`src/rtl/gpio_bank_pkg.sv`:
```
package gpio_bank_pkg;

  localparam int DATA_W = 32;
  localparam int ADDR_W = 6;

  localparam logic [ADDR_W-1:0] OFF_IN    = 6'h00;
  localparam logic [ADDR_W-1:0] OFF_OUT   = 6'h04;
  localparam logic [ADDR_W-1:0] OFF_OE    = 6'h08;
  localparam logic [ADDR_W-1:0] OFF_STAT  = 6'h0C;
  localparam logic [ADDR_W-1:0] OFF_EN    = 6'h10;
  localparam logic [ADDR_W-1:0] OFF_TRIG  = 6'h14;
  localparam logic [ADDR_W-1:0] OFF_SENSE = 6'h18;
  localparam logic [ADDR_W-1:0] OFF_SET   = 6'h1C;
  localparam logic [ADDR_W-1:0] OFF_CLR   = 6'h20;

  // A transition into the active sense: current active, previous not.
  function automatic logic [DATA_W-1:0] edge_hits(
      input logic [DATA_W-1:0] cur,
      input logic [DATA_W-1:0] prev,
      input logic [DATA_W-1:0] sense);
    return (cur ^ sense) & ~(prev ^ sense);
  endfunction

  // Level currently at its active value.
  function automatic logic [DATA_W-1:0] level_hits(
      input logic [DATA_W-1:0] cur,
      input logic [DATA_W-1:0] sense);
    return cur ^ sense;
  endfunction

  // New status bit: a hit wins over an acknowledge.
  function automatic logic status_next(input logic cur, input logic hit,
                                       input logic ack);
    return hit | (cur & ~ack);
  endfunction

  // Output word update for the three write paths.
  function automatic logic [DATA_W-1:0] out_next(
      input logic [DATA_W-1:0] cur,
      input logic [DATA_W-1:0] wdata,
      input logic              do_load,
      input logic              do_set,
      input logic              do_clr);
    if (do_load)     return wdata;
    else if (do_set) return cur | wdata;
    else if (do_clr) return cur & ~wdata;
    else             return cur;
  endfunction

endpackage

```
`src/rtl/gpio_sync.sv`:
```
module gpio_sync #(
  parameter int WIDTH  = 32,
  parameter int STAGES = 2
) (
  input  logic             clk,
  input  logic             rst_n,
  input  logic [WIDTH-1:0] d,
  output logic [WIDTH-1:0] q
);
  logic [WIDTH-1:0] chain [STAGES];

  always_ff @(posedge clk) begin
    if (!rst_n) chain[0] <= '0;
    else        chain[0] <= d;
  end

  for (genvar s = 1; s < STAGES; s++) begin : g_stage
    always_ff @(posedge clk) begin
      if (!rst_n) chain[s] <= '0;
      else        chain[s] <= chain[s-1];
    end
  end

  assign q = chain[STAGES-1];
endmodule

```
`src/rtl/gpio_irq_detect.sv`:
```
module gpio_irq_detect
  import gpio_bank_pkg::*;
#(
  parameter int NPINS = 32
) (
  input  logic             clk,
  input  logic             rst_n,
  input  logic [NPINS-1:0] pin_sync,
  input  logic [NPINS-1:0] trig_edge,
  input  logic [NPINS-1:0] sense_inv,
  input  logic [NPINS-1:0] ack,
  output logic [NPINS-1:0] status,
  output logic [NPINS-1:0] edge_evt,
  output logic [NPINS-1:0] level_evt
);
  logic [NPINS-1:0]  prev_q;
  logic [DATA_W-1:0] edge_full;
  logic [DATA_W-1:0] lvl_full;
  logic [NPINS-1:0]  hit;

  always_ff @(posedge clk) begin
    if (!rst_n) prev_q <= '0;
    else        prev_q <= pin_sync;
  end

  assign edge_full = edge_hits(DATA_W'(pin_sync), DATA_W'(prev_q), DATA_W'(sense_inv));
  assign lvl_full  = level_hits(DATA_W'(pin_sync), DATA_W'(sense_inv));

  // Edges beat an acknowledge; a level yields to it for one cycle.
  assign edge_evt  = edge_full[NPINS-1:0] & trig_edge;
  assign level_evt = lvl_full[NPINS-1:0] & ~trig_edge & ~ack;
  assign hit       = edge_evt | level_evt;

  for (genvar i = 0; i < NPINS; i++) begin : g_pin
    logic st_q;
    always_ff @(posedge clk) begin
      if (!rst_n) st_q <= 1'b0;
      else        st_q <= status_next(st_q, hit[i], ack[i]);
    end
    assign status[i] = st_q;
  end


  edge_wins_chk: assert property (@(posedge clk) disable iff (!rst_n)
    (edge_evt & ack) != '0 |=> (status & $past(edge_evt & ack)) == $past(edge_evt & ack));


  ack_clears_chk: assert property (@(posedge clk) disable iff (!rst_n)
    (ack & ~hit) != '0 |=> (status & $past(ack & ~hit)) == '0);


  no_spurious_set_chk: assert property (@(posedge clk) disable iff (!rst_n)
    (status & ~$past(status) & ~$past(hit)) == '0);

endmodule

```
`src/rtl/gpio_bank.sv`:
```
module gpio_bank
  import gpio_bank_pkg::*;
#(
  parameter int NPINS = 32
) (
  input  logic              clk,
  input  logic              rst_n,
  input  logic [ADDR_W-1:0] bus_addr,
  input  logic              bus_wr,
  input  logic [DATA_W-1:0] bus_wdata,
  output logic [DATA_W-1:0] bus_rdata,
  input  logic [NPINS-1:0]  pin_in,
  output logic [NPINS-1:0]  pin_out,
  output logic [NPINS-1:0]  pin_oe,
  output logic              irq
);
  logic [NPINS-1:0] wdata_n;
  logic [NPINS-1:0] out_q, oe_q, en_q, trig_q, sense_q;
  logic [NPINS-1:0] pin_sync, status, ack, edge_evt, level_evt;
  logic [DATA_W-1:0] out_upd;
  logic wr_out, wr_oe, wr_stat, wr_en, wr_trig, wr_sense, wr_set, wr_clr;
  logic irq_q;

  assign wdata_n  = bus_wdata[NPINS-1:0];
  assign wr_out   = bus_wr && (bus_addr == OFF_OUT);
  assign wr_oe    = bus_wr && (bus_addr == OFF_OE);
  assign wr_stat  = bus_wr && (bus_addr == OFF_STAT);
  assign wr_en    = bus_wr && (bus_addr == OFF_EN);
  assign wr_trig  = bus_wr && (bus_addr == OFF_TRIG);
  assign wr_sense = bus_wr && (bus_addr == OFF_SENSE);
  assign wr_set   = bus_wr && (bus_addr == OFF_SET);
  assign wr_clr   = bus_wr && (bus_addr == OFF_CLR);

  assign ack     = wr_stat ? wdata_n : '0;
  assign out_upd = out_next(DATA_W'(out_q), DATA_W'(wdata_n), wr_out, wr_set, wr_clr);

  gpio_sync #(.WIDTH(NPINS), .STAGES(2)) u_sync (
    .clk   (clk),
    .rst_n (rst_n),
    .d     (pin_in),
    .q     (pin_sync)
  );

  gpio_irq_detect #(.NPINS(NPINS)) u_detect (
    .clk       (clk),
    .rst_n     (rst_n),
    .pin_sync  (pin_sync),
    .trig_edge (trig_q),
    .sense_inv (sense_q),
    .ack       (ack),
    .status    (status),
    .edge_evt  (edge_evt),
    .level_evt (level_evt)
  );

  always_ff @(posedge clk) begin
    if (!rst_n) begin
      out_q   <= '0;
      oe_q    <= '0;
      en_q    <= '0;
      trig_q  <= '0;
      sense_q <= '0;
      irq_q   <= 1'b0;
    end else begin
      out_q <= out_upd[NPINS-1:0];
      if (wr_oe)    oe_q    <= wdata_n;
      if (wr_en)    en_q    <= wdata_n;
      if (wr_trig)  trig_q  <= wdata_n;
      if (wr_sense) sense_q <= wdata_n;
      irq_q <= |(status & en_q);
    end
  end

  always_comb begin
    unique case (bus_addr)
      OFF_IN:    bus_rdata = DATA_W'(pin_sync);
      OFF_OUT:   bus_rdata = DATA_W'(out_q);
      OFF_OE:    bus_rdata = DATA_W'(oe_q);
      OFF_STAT:  bus_rdata = DATA_W'(status);
      OFF_EN:    bus_rdata = DATA_W'(en_q);
      OFF_TRIG:  bus_rdata = DATA_W'(trig_q);
      OFF_SENSE: bus_rdata = DATA_W'(sense_q);
      default:   bus_rdata = '0;
    endcase
  end

  assign pin_out = out_q;
  assign pin_oe  = oe_q;
  assign irq     = irq_q;


  set_strobe_chk: assert property (@(posedge clk) disable iff (!rst_n)
    wr_set |=> (pin_out & $past(wdata_n)) == $past(wdata_n));


  clr_strobe_chk: assert property (@(posedge clk) disable iff (!rst_n)
    wr_clr |=> (pin_out & $past(wdata_n)) == '0);


  oe_hold_chk: assert property (@(posedge clk) disable iff (!rst_n)
    !wr_oe |=> $stable(pin_oe));


  irq_source_chk: assert property (@(posedge clk) disable iff (!rst_n)
    $rose(irq) |-> $past((status & en_q) != '0));

endmodule

```
`config.mk`:
```
export PLATFORM = sky130hd
export DESIGN_NAME = gpio_bank
export DESIGN_NICKNAME = d
export VERILOG_FILES = /design/src/rtl/gpio_bank_pkg.sv /design/src/rtl/gpio_sync.sv /design/src/rtl/gpio_irq_detect.sv /design/src/rtl/gpio_bank.sv
export SDC_FILE = /design/constraint.sdc
export NUM_CORES = 1
export LEC_CHECK = 0
export ABC_CLOCK_PERIOD_IN_PS = 3900
export BUFFER_PORTS_ARGS = -buffer_cell sky130_fd_sc_hd__buf_2
export CORE_MARGIN = 2
export CORE_UTILIZATION = 35
export CTS_CLUSTER_SIZE = 20
export DETAILED_ROUTE_END_ITERATION = 7
export MAX_ROUTING_LAYER = met4
export PLACE_DENSITY = 0.64
export SETUP_SLACK_MARGIN = 0.4
export SYNTH_ARGS = -nofsm -noshare
export SYNTH_HDL_FRONTEND = slang
export SYNTH_SLANG_ARGS = --single-unit
```
`constraint.sdc`:
```
create_clock -name clk -period 3.9 [get_ports clk]
set_input_delay 0.39 -clock clk [delete_from_list [all_inputs] [get_ports clk]]
set_output_delay 0.39 -clock clk [all_outputs]
set_load 0.05 [all_outputs]
```
## Word level (Yosys, flattened, before mapping)

Memory sizes are Yosys's and may differ from the RTL's.
Cells that the tools add are included.

| storage, ports and cells | value |
|---|---|
| bits in writable memories | 64 |
| flip-flop bits (word level) | 225 |
| input port bits | 73 |
| memories | 1 |

Memories:

| memory | words | bits a word | rd ports | clocked after memory_dff | wr ports | RTL line | source |
|---|---|---|---|---|---|---|---|
| u_sync.chain | 2 | 32 | 2 | 0 | 2 | gpio_sync.sv:10 | `logic [WIDTH-1:0] chain [STAGES];` |

| cells by class | value |
|---|---|
| reductions and logical operators | 11 |
| bitwise gates (word level) | 112 |
| muxes and demuxes | 9 |
| equal/unequal tests | 8 |

Operators with widths:

| operator | number |
|---|---|
| $pmux 32 s7 | 1 |
| $and 32x32->32 | 6 |
| $mux 32 | 6 |
| $not 32->32 | 4 |
| $or 32x32->32 | 2 |
| $xor 32x32->32 | 2 |
| $or 1x1->1 | 34 |
| $and 1x1->1 | 32 |
| $not 1->1 | 32 |
| $reduce_or 32->1 | 1 |
| $eq 6x5->1 const B | 4 |
| $eq 6x4->1 const B | 2 |
| $logic_and 1x1->1 | 8 |
| $eq 6x3->1 const B | 1 |
| $eq 6x6->1 const B | 1 |
| $logic_not 6->1 | 1 |
| $reduce_bool 3->1 | 1 |
| $mux 1 | 2 |

## Longest topological paths before layout

Gate-level depths: netlist (run 1).

| logic depth | value |
|---|---|
| depth after elaboration | 7 |
| depth in mapped cells | 6 |
| mapped depth without buffers | 4 |

## By module

From an unflattened synthesis (run 1), not the netlist that was laid out.

| unflattened totals | value |
|---|---|
| cells, all modules | 1443 |
| area total of the unflattened synthesis | 12934.9 µm² |

Modules (own cells, without submodules):

| module | area an instance (µm²) | seq. area each (µm²) | instances | cells each |
|---|---|---|---|---|
| gpio_bank | 7458.4 | 3223.1 | 1 | 906 |
| gpio_irq_detect | 3684.8 | 1281.2 | 1 | 403 |
| gpio_sync | 1791.7 | 1281.2 | 1 | 134 |

## Worst setup path before layout (run 1)

OpenSTA, ideal clock, no wires.

| timing path | value |
|---|---|
| path type | input -> output |
| start point | input bus_addr[1] |
| end point | output bus_rdata[15] |
| data required time | 3510 ps |
| path buffers | 2 |
| arrival time | 1726 ps |
| stages on the path | 6 |
| slack | 1784 ps |
| cell sequence | nor4b_4 -> and2_1 -> buf_2 -> buf_2 -> a222oi_1 -> nand3_1 |

| between the ends | value |
|---|---|
| cells in the longest elaborated chain, start to end | 2 |
| elaborated cells between the ends (all ways) | 8 |
| classes of those cells | eq/ne: 6; mux: 1; reduce/logical: 1 |

RTL lines:

| item | RTL line | source |
|---|---|---|
| start, declared | gpio_bank.sv:8 | `input logic [ADDR_W-1:0] bus_addr,` |
| $eq 6x5->1 (tied with other cells) | gpio_bank.sv:75 | `unique case (bus_addr)` |
| $pmux 32 s7 * | gpio_bank.sv:75 |  |
| end, declared | gpio_bank.sv:11 | `output logic [DATA_W-1:0] bus_rdata,` |

Every way passes the cells marked *; elsewhere a longest branch is shown, timed or not.

## Worst setup path after layout (run 1)

| timing path | value |
|---|---|
| start point | input bus_addr[1] |
| end point | output bus_rdata[0] |

Same word-level chain as after synthesis.

==> results.yml, run 1 <==
synth:
  synthSimpleGateAreaFrac_pct: 22.06
  ys_seq_area_share_pct: 48.32
  muxShareOfSynthArea_pct: 0.7524
  synth_fa_ha_area_share_pct: 0
  synth_top_family_by_area: "compound AO/OA/AOI/OAI gates"
  ys_async_sr_fraction_pct: 0
  yosys.area.top_type: "dfxtp_1"
  synth_top_area_share_pct: 48.32
  syn-num-nets: 1402
  synth_area_leaders: "dfxtp_1 (48%), nand2_1 (9.0%), a21oi_1 (7.3%)"
  synth_seq_cells: 289
  synth_xor_area_share_pct: 0.9509
  syn_avg_cell_area_um2: 9.010
  synth_compound_area_share_pct: 22.69
  ys_warn_count: 0
  ys_types: 35
  syn_inst: 1329
  synth_edf_count: 0
  syn_area_um2: 11970
  synth-main-ff-cell: "dfxtp_1"
setup_path:
  slowest_stage: "buf_4"
  required_ns: 3.51
  crit_buf_inv: 3
  crit_path_max_incr_delay_ns: 0.46
  crit_chain: "buf_2 > nor4_4 > and2_1 > buf_4 > a22oi_1 > nand3_1 > buf_2"
  rr_worst_depth: 4
  cp.depth: 7
  path_class: "in -> out"
  crit_path_start_kind: "input port"
  crit_path_end_kind: "output port"
  arrival_ns: 2.47
  path_delay_family: "simple AND/OR/NAND/NOR gates"
  cpMostUsedCell: "buf_2"
  critPathMaxFanout: 26
  r2r_setup_slack_ns: 2.50
sta:
  tightestPinTransition_ns: 1.177
  slew_headroom_pct: 21.54
  skew_ns: 0.008305
  period_minus_slack_ns: 2.856
  finalSetupTns_ns: 0
  finalSetupViolCount: 0
  slew_violations: 0
  min_period_over_period_pct: 73.22
  max_freq_mhz: 350.2
  grt_setup_unrepaired: "false"
  hold_viol: 0
  whs_ns: 0.04005
layout:
  fin_cells: 1927
  final_common_cell: "dfxtp_1"
  nets: 1529
  regArea_um2: 5786
  layout-drive-gt1-share_pct: 18.21
  syn_to_final_growth_pct: 16.24
  multi_input_area_um2: 5568
  fillCellCount: 3296
  final_core_utilization_pct: 41.40
  final_cell_mix: "dfxtp_1 (289), nand2_1 (288), a21oi_1 (175)"
drt:
  drcViolationCount: 0
  vias: 10498
  wl_um: 37960
  vias_per_cell: 5.448
  dr.pass1.iters: 8
  drtIter0Drc: 869
  wire_per_inst_um: 19.70
  postRouteAntennaNets: 0
hold_path:
  min_path_cells: 2
  hp-class: "in -> reg"
clock_network:
  cts_buffer_depth: 3
  cts_setup_buffers: 0
  cts_buffers: 31
  path_clk_slew_ns: 0.06
  cts_hold_buf: 0
  insertion_delay_ns: 0.55
  cts.repair.resized: 0
  cts-root-buf: "clkbuf_16"
  cts_tree: "done"
  clock-sinks: 289
  cts_max_level: 1
grt:
  grt_use_met3_pct: 3.411
  grt_use_total_pct: 21.21
  met1_usage_pct: 28.53
  grt_use_met2_pct: 31.80
  grt.overflow.total: 0
  grt_busiest_layer: "met2"
  grt_pass1_wl_um: 58010
  grt_pass1_vias: 9930
  grt_max_degree: 100
  antenna_found_initial: 3
floorplanning:
  io_pins: 170
  core-area_um2: 33620
  die_width_um: 189.0
  fp.dieArea_um2: 35710
  fp.dieH_um: 189.0
  start_util_pct: 35.62
  rows: 67
placement:
  portBuffers: 169
  place_inst: 1871
  gp_congestion: 0.8144
  dp_hpwl_um: 23770
power_and_ir_drop:
  p_per_area_nw_per_um2: 445.7
  leakage_nw: 5.228
  vdd_ir_drop_max_uv: 321.0
  totalPowerFinal_mw: 6.204
run:
  maxCapViolCount: 0
run_status:
  status: "finished, final reports clean"
## layer usage
layer	part of all wire (%)	wire length, um	vias to the layer above
li1	-	-	4991
met4	3.7	1423	0
met3	7.4	2797	91
met2	43	16420	403
met5	0	0	-
met1	46	17320	5013
## synthesized netlist by cell type (2+ instances only)
cell type and number:
a21bo_2 17, a21oi_1 175, a221o_1 32, a222oi_1 32, a22oi_1 80, and2_0 3, and2_1 99, and3_1 6
buf_2 27, buf_4 6, buf_6 26, clkbuf_1 39, dfxtp_1 289, mux2i_1 9, nand2_1 288, nand2b_1 35
nand3_1 36, nand4_1 4, nand4b_1 2, nor2_1 3, nor2b_1 19, nor3b_1 32, o22ai_1 17, o2bb2ai_1 28
o2bb2ai_2 4, xnor2_1 7, xor2_1 6
## path summary, 6_finish.rpt
path | from | to
hold / removal | pin_in[4] | u_sync.chain[0][4]
setup reg to reg | en_q[14] | irq
hold reg to reg | u_sync.chain[0][6] | u_sync.chain[1][6]
setup / recovery | bus_addr[1] | bus_rdata[0]
## cell type report
type                       count  area share [%]
multi-input combinational    940           40.00
clock inverter                 8          0.4675
sequential                   289           41.57
clock buffer                  46           6.482
antenna                        2         0.03596
tap                          448           4.027
inverter                       1         0.04495
timing repair buffer         193           7.371
## metrics by stage
stage	setup WS [ns]	cell area [um2]
2_1_floorplan	1.784	11970
3_3_place_gp	1.170	12950
3_5_place_dp	1.110	12950
4_1_cts	1.100	13910
5_1_grt	0.9680	13920
6_report	1.044	13920
## power breakdown
| group | total [mW] | switching [mW] | leakage, nW | internal (mW) |
|---|---|---|---|---|
| combinational | 0.322 | 0.212 | 2.39 | 0.110 |
| sequential | 3.08 | 0.0522 | 2.35 | 3.02 |
| clock | 2.81 | 1.16 | 0.483 | 1.64 |
| total | 6.20 | 1.42 | 5.23 | 4.78 |
## cells by family after synthesis
family,Yosys count
compound gates,386
flops,289
xor+xnor,13
buf+inv,100
mux,9
simple gates,532
Power figures use the tool's default switching activity.
==> run 2, diff against run 1 <==
ABC_CLOCK_PERIOD_IN_PS = 2600   (was 3900)
PLACE_DENSITY = 0.66   (was 0.64)
clock period = 2.6 ns   (was 3.9 ns; I/O delays follow)
==> run 2 against run 1 <==
Effect of this change: cell area rose by 6.2%; wire length down 1.1%; largest power group is now clock; combinational power increased by 68%; via count rose by 2.3%; first-iteration DRC count up 10%; worst setup slack got worse by 0.61 ns; clock skew rose by 0.0017 ns; critical path type unchanged; flip-flop and latch count is the same.
==> results.yml, run 2 (same netlist as run 1, synthesis figures left out) <==
sta:
  slew_headroom_pct: 37.46
  min_period_over_period_pct: 83.12
  max_freq_mhz: 462.7
  finalSetupViolCount: 0
  period_minus_slack_ns: 2.161
  skew_ns: 0.009970
  tightestPinTransition_ns: 0.9381
  worst_slack_ns: 0.4390
  hold_viol: 0
  finalSetupTns_ns: 0
  grt_setup_unrepaired: "false"
  slew_violations: 0
power_and_ir_drop:
  totalPowerFinal_mw: 10.10
  p_per_area_nw_per_um2: 683.2
  vdd_ir_drop_max_uv: 504.3
  leakage_nw: 5.599
drt:
  drcViolationCount: 0
  drtIter0Drc: 956
  vias_per_cell: 5.409
  postRouteAntennaNets: 0
  wire_per_inst_um: 18.92
  vias: 10736
  dr.pass1.iters: 7
  wl_um: 37560
placement:
  dp_worst_setup_slack_ns: 0.3854
  gp_congestion: 0.8390
  place_inst: 1885
  portBuffers: 169
  dp_hpwl_um: 24680
floorplanning:
  fp.dieArea_um2: 35710
  die_width_um: 189.0
  start_util_pct: 35.62
  io_pins: 170
  core-area_um2: 33620
  rows: 67
  fp.dieH_um: 189.0
clock_network:
  path_clk_slew_ns: 0.06
  clock-sinks: 289
  cts_buffers: 31
  cts_buffer_depth: 3
  cts-root-buf: "clkbuf_16"
  cts_max_level: 1
  cts_tree: "done"
  insertion_delay_ns: 0.56
setup_path:
  arrival_ns: 1.90
  critPathMaxFanout: 19
  crit_path_end_kind: "output port"
  rr_worst_depth: 4
  crit_path_start_kind: "input port"
  required_ns: 2.34
  path_class: "in -> out"
layout:
  fillCellCount: 3204
  fin_cells: 1985
  nets: 1587
  syn_to_final_growth_pct: 23.49
  final_cell_mix: "dfxtp_1 (289), nand2_1 (288), a21oi_1 (175)"
  final_common_cell: "dfxtp_1"
  layout-drive-gt1-share_pct: 18.95
grt:
  antenna_found_initial: 1
  grt_max_degree: 97
  grt_pass1_vias: 10362
  grt_pass1_wl_um: 58390
  grt.overflow.total: 0
  grt_use_total_pct: 21.05
hold_path:
  hp-class: "in -> reg"
  min_path_cells: 3
run:
  maxCapViolCount: 0
run_status:
  status: "finished, final reports clean"
==> run 2: cell count changes in the layout (fill, tap and decap cells not counted), sizes merged <==
cell,change
buf,+12
bufinv,+7
clkbuf,-3
clkinv,-2
clkinvlp,+1
diode,-1
dlygate4sd3,+42
inv,+2
==> run 2: final timing paths <==
path                                               from                 end  slack (ns)
worst max-delay path                        bus_addr[4]       bus_rdata[30]        0.44
worst min-delay path                      bus_wdata[23]         sense_q[23]        0.01
worst max register to register  u_detect.g_pin[14].st_q                 irq        1.14
worst min register to register       u_sync.chain[0][6]  u_sync.chain[1][6]        0.43
==> run 2: what timing repair did <==
| action | in CTS | in global routing |
|---|---|---|
| pin swaps | 1 | 4 |
| endpoints found under the hold margin | 50 | 0 |
| endpoints found under the setup margin | 6 | 26 |
| resized for setup | 0 | 12 |
| hold buffers | 42 | 0 |
| setup buffers | 2 | 0 |
==> run 2: metrics by stage <==
step                      hold WS [ns]  util (%)  area, um2
after floorplan                 0.3873         -      11970
after global placement          0.4164     39.14      13160
after detailed placement        0.4177     39.14      13160
after CTS                    0.0007243     43.88      14750
after global routing          0.007214     43.99      14790
final                          0.01202     43.99      14790
==> run 2: metal layers <==
metal / global-route usage [%] / routed length (um) / vias up
met5: - / 0 / -
met4: 6.370 / 935 / 0
met3: 3.577 / 2908 / 60
met2: 32.42 / 17060 / 436
met1: 28.26 / 16660 / 5134
li1: - / - / 5106
==> run 2: power breakdown <==
| group | switching, mW | leakage [nW] | internal (mW) |
|---|---|---|---|
| clock | 1.81 | 0.569 | 3.13 |
| sequential | 0.0831 | 2.35 | 4.54 |
| combinational | 0.328 | 2.68 | 0.214 |
| total | 2.22 | 5.60 | 7.88 |
==> run 2: final cells by class <==
type                            count  area, um2  share of cell area [%]
Multi-Input combinational cell    940       5572                   37.68
Inverter                            1      6.256                 0.04231
Tap cell                          448      560.5                   3.791
Timing Repair Buffer              251       1704                   11.52
Sequential cell                   289       5786                   39.13
Clock buffer                       39      865.8                   5.855
Clock inverter                     16      290.3                   1.963
Antenna cell                        1      2.502                 0.01692
==> run 2: critical path, cell delays in order <==
cell and delay (ns):
buf_2 0.15, nor4_4 0.06, buf_4 0.16, and3_4 0.19, buf_8 0.16, a222oi_1 0.48, nand3_1 0.23, buf_12 0.20
==> run 3, diff against run 2 <==
ABC_AREA = 1   (was not set)
ABC_CLOCK_PERIOD_IN_PS = 1800   (was 2600)
clock period = 1.8 ns   (was 2.6 ns; I/O delays follow)
==> run 3 against run 2 <==
Effect of this change: die area increased by 2.8%; via count increased by 17%; utilization increased by 5.9 points; clock skew decreased by 0.0051 ns; final cell count increased by 26%.
==> results.yml, run 3 <==
power_and_ir_drop:
  netSwitchingPower_mw: 3.291
  leakage_nw: 8.282
  totalPowerFinal_mw: 14.60
  p_per_area_nw_per_um2: 845.7
  pwr-share-clk_pct: 47.7
  vdd_ir_drop_max_uv: 672.1
  pwr-share-comb_pct: 6.6
  swShare_pct: 22.53
  p_seq_share_pct: 45.7
  intPower_mw: 11.31
sta:
  whs_ns: 0.1175
  finalSetupTns_ns: 0
  min_period_over_period_pct: 99.44
  finalSetupViolCount: 0
  grt_setup_unrepaired: "true"
  hold_viol: 0
  slew_violations: 0
  slew_headroom_pct: 68.36
  period_minus_slack_ns: 1.790
  tightestPinTransition_ns: 0.4746
  skew_ns: 0.004910
  max_freq_mhz: 558.7
setup_path:
  crit_buf_inv: 6
  crit_path_max_incr_delay_ns: 0.19
  path_delay_family: "buffers and inverters"
  rr_startpoint: "u_detect.g_pin[31].st_q"
  critPathMaxFanout: 5
  required_ns: 1.62
  crit_path_start_kind: "input port"
  crit_path_end_kind: "output port"
  crit_chain: "buf_8 > nor2_4 > buf_6 > nand2_4 > nor2_4 > buf_6 > buf_16 > buf_12 > nand2_4 > o21ai_2 > nor2_2 > nand2_2 > buf_8"
  path_class: "in -> out"
  slowest_stage: "nor2_4"
  arrival_ns: 1.61
  r2r_setup_slack_ns: 0.63
  critPathLaunch: "bus_addr[1]"
placement:
  gp_congestion: 0.8360
  dp_hpwl_um: 25780
  portBuffers: 169
  place_inst: 2364
floorplanning:
  start_util_pct: 35.56
  fp.dieH_um: 191.6
  die_width_um: 191.6
  io_pins: 170
  fp.dieArea_um2: 36700
  rows: 68
  core-area_um2: 34630
layout:
  nets: 2106
  layout-drive-gt1-share_pct: 22.03
  final_core_utilization_pct: 49.87
  fillCellCount: 3255
  final_cell_mix: "nand2_1 (434), dfxtp_1 (284), inv_1 (239)"
  syn_to_final_growth_pct: 40.25
  final_common_cell: "nand2_1"
  fin_cells: 2509
clock_network:
  cts-root-buf: "clkbuf_16"
  cts_max_level: 1
  cts_buffer_depth: 3
  path_clk_slew_ns: 0.06
  insertion_delay_ns: 0.56
  cts_buffers: 31
  cts_tree: "done"
  clock-sinks: 289
drt:
  dr.pass1.iters: 5
  vias_per_cell: 5.025
  postRouteAntennaNets: 0
  drcViolationCount: 0
  drtIter0Drc: 994
  vias: 12607
  wl_um: 41510
  wire_per_inst_um: 16.54
synth:
  ys_seq_area_share_pct: 46.99
  syn_avg_cell_area_um2: 6.917
  yosysMostFrequentCell: "nand2_1"
  ys_types: 27
  synth_top_area_share_pct: 46.99
  syn_area_um2: 12310
  synth_edf_count: 0
  yosys.area.top_type: "dfxtp_1"
  synth-main-ff-cell: "dfxtp_1"
  syn-num-nets: 1853
  synth_seq_cells: 289
  ys_async_sr_fraction_pct: 0
  ys_top_cells_by_count: "nand2_1 (505), dfxtp_1 (289), inv_1 (242)"
  ys_warn_count: 0
  synth_area_leaders: "dfxtp_1 (47%), nand2_1 (15%), a21oi_1 (8.3%)"
  syn_inst: 1780
grt:
  grt_pass1_vias: 11736
  grt_use_total_pct: 22.51
  grt.overflow.total: 0
  grt_max_degree: 105
  antenna_found_initial: 2
  grt_pass1_wl_um: 62730
run_status:
  status: "finished, final reports clean"
run:
  maxCapViolCount: 0
hold_path:
  hp-class: "in -> reg"
  min_from: "bus_wr"
[run 3: changes by cell type after synthesis, moves of 31 or more]
cell	before	now
inv_1	0	242
nand2_1	288	505
o21ai_0	0	189
and2_1	99	0
nor2_1	3	81
a22oi_1	80	7
nand3_1	36	79
nand2b_1	35	0
a221o_1	32	0
a222oi_1	32	0
nor3b_1	32	1
[run 3: power groups by stage]
stage | combinational (mW) | sequential [mW] | clock (mW)
floorplan | 0.421 | 6.81 | 0
global placement | 0.764 | 6.80 | 0
detailed placement | 0.780 | 6.80 | 0
CTS | 0.943 | 6.66 | 7.11
global route | 1.06 | 6.68 | 7.36
finish | 0.968 | 6.67 | 6.97
[run 3: cell type report]
type                       count  area [um2]  share of cell area [%]
sequential                   289        5792                   33.54
multi-input combinational   1153        5759                   33.35
timing repair buffer         308        3085                   17.87
inverter                     250       940.9                   5.448
clock buffer                  38       862.1                   4.992
tap                          455       569.3                   3.297
clock inverter                14       255.2                   1.478
antenna                        2       5.005                 0.02898
[run 3: through the flow]
step                      setup slack (ns)  area, um2
after floorplan                     0.4066      12440
after global placement            -0.02723      14180
after detailed placement          -0.03950      14180
after CTS                          0.04557      16710
after global routing              -0.04020      17270
final                              0.01005      17270
[run 3: cells by family (layout without fill, tap and decap cells)]
kind of cell | count (synthesis) | in the layout | synth area share (%)
and+or+nand+nor | 686 | 686 | 22.33
DFF | 289 | 289 | 46.99
AOI/OAI and AO/OA | 467 | 467 | 20.10
buffers and inverters | 338 | 610 | 10.59
other | 0 | 2 | 0
[run 3: worst paths after layout]
check                       endpoint  cells after the start
max                     bus_rdata[8]                     13
min          u_detect.g_pin[30].st_q                      6
min reg2reg      u_sync.chain[1][28]                      2
max reg2reg                      irq                      6
[run 3: worst register-to-register path: cells and delay by family (launching register included)]
| kind | cells | cell delay (ns) |
|---|---|---|
| flops | 1 | 0.33 |
| compound gates | 2 | 0.20 |
| simple gates | 4 | 0.51 |
[run 3: what timing repair did]
item | CTS | global route
cloned | 7 | 0
pin swaps | 16 | 36
setup endpoints to repair | 56 | 71
resized for setup | 159 | 191
hold buffers | 68 | 0
endpoints found under the hold margin | 207 | 0
buffers inserted | 15 | 1
[run 3: per-layer routing]
| metal | global-route usage [%] | wire length [um] | vias to the layer above |
|---|---|---|---|
| met1 | 28.73 | 18020 | 5884 |
| li1 | - | - | 6215 |
| met3 | 3.488 | 2795 | 88 |
| met5 | - | 0 | - |
| met2 | 36.05 | 19200 | 420 |
| met4 | 8.136 | 1496 | 0 |
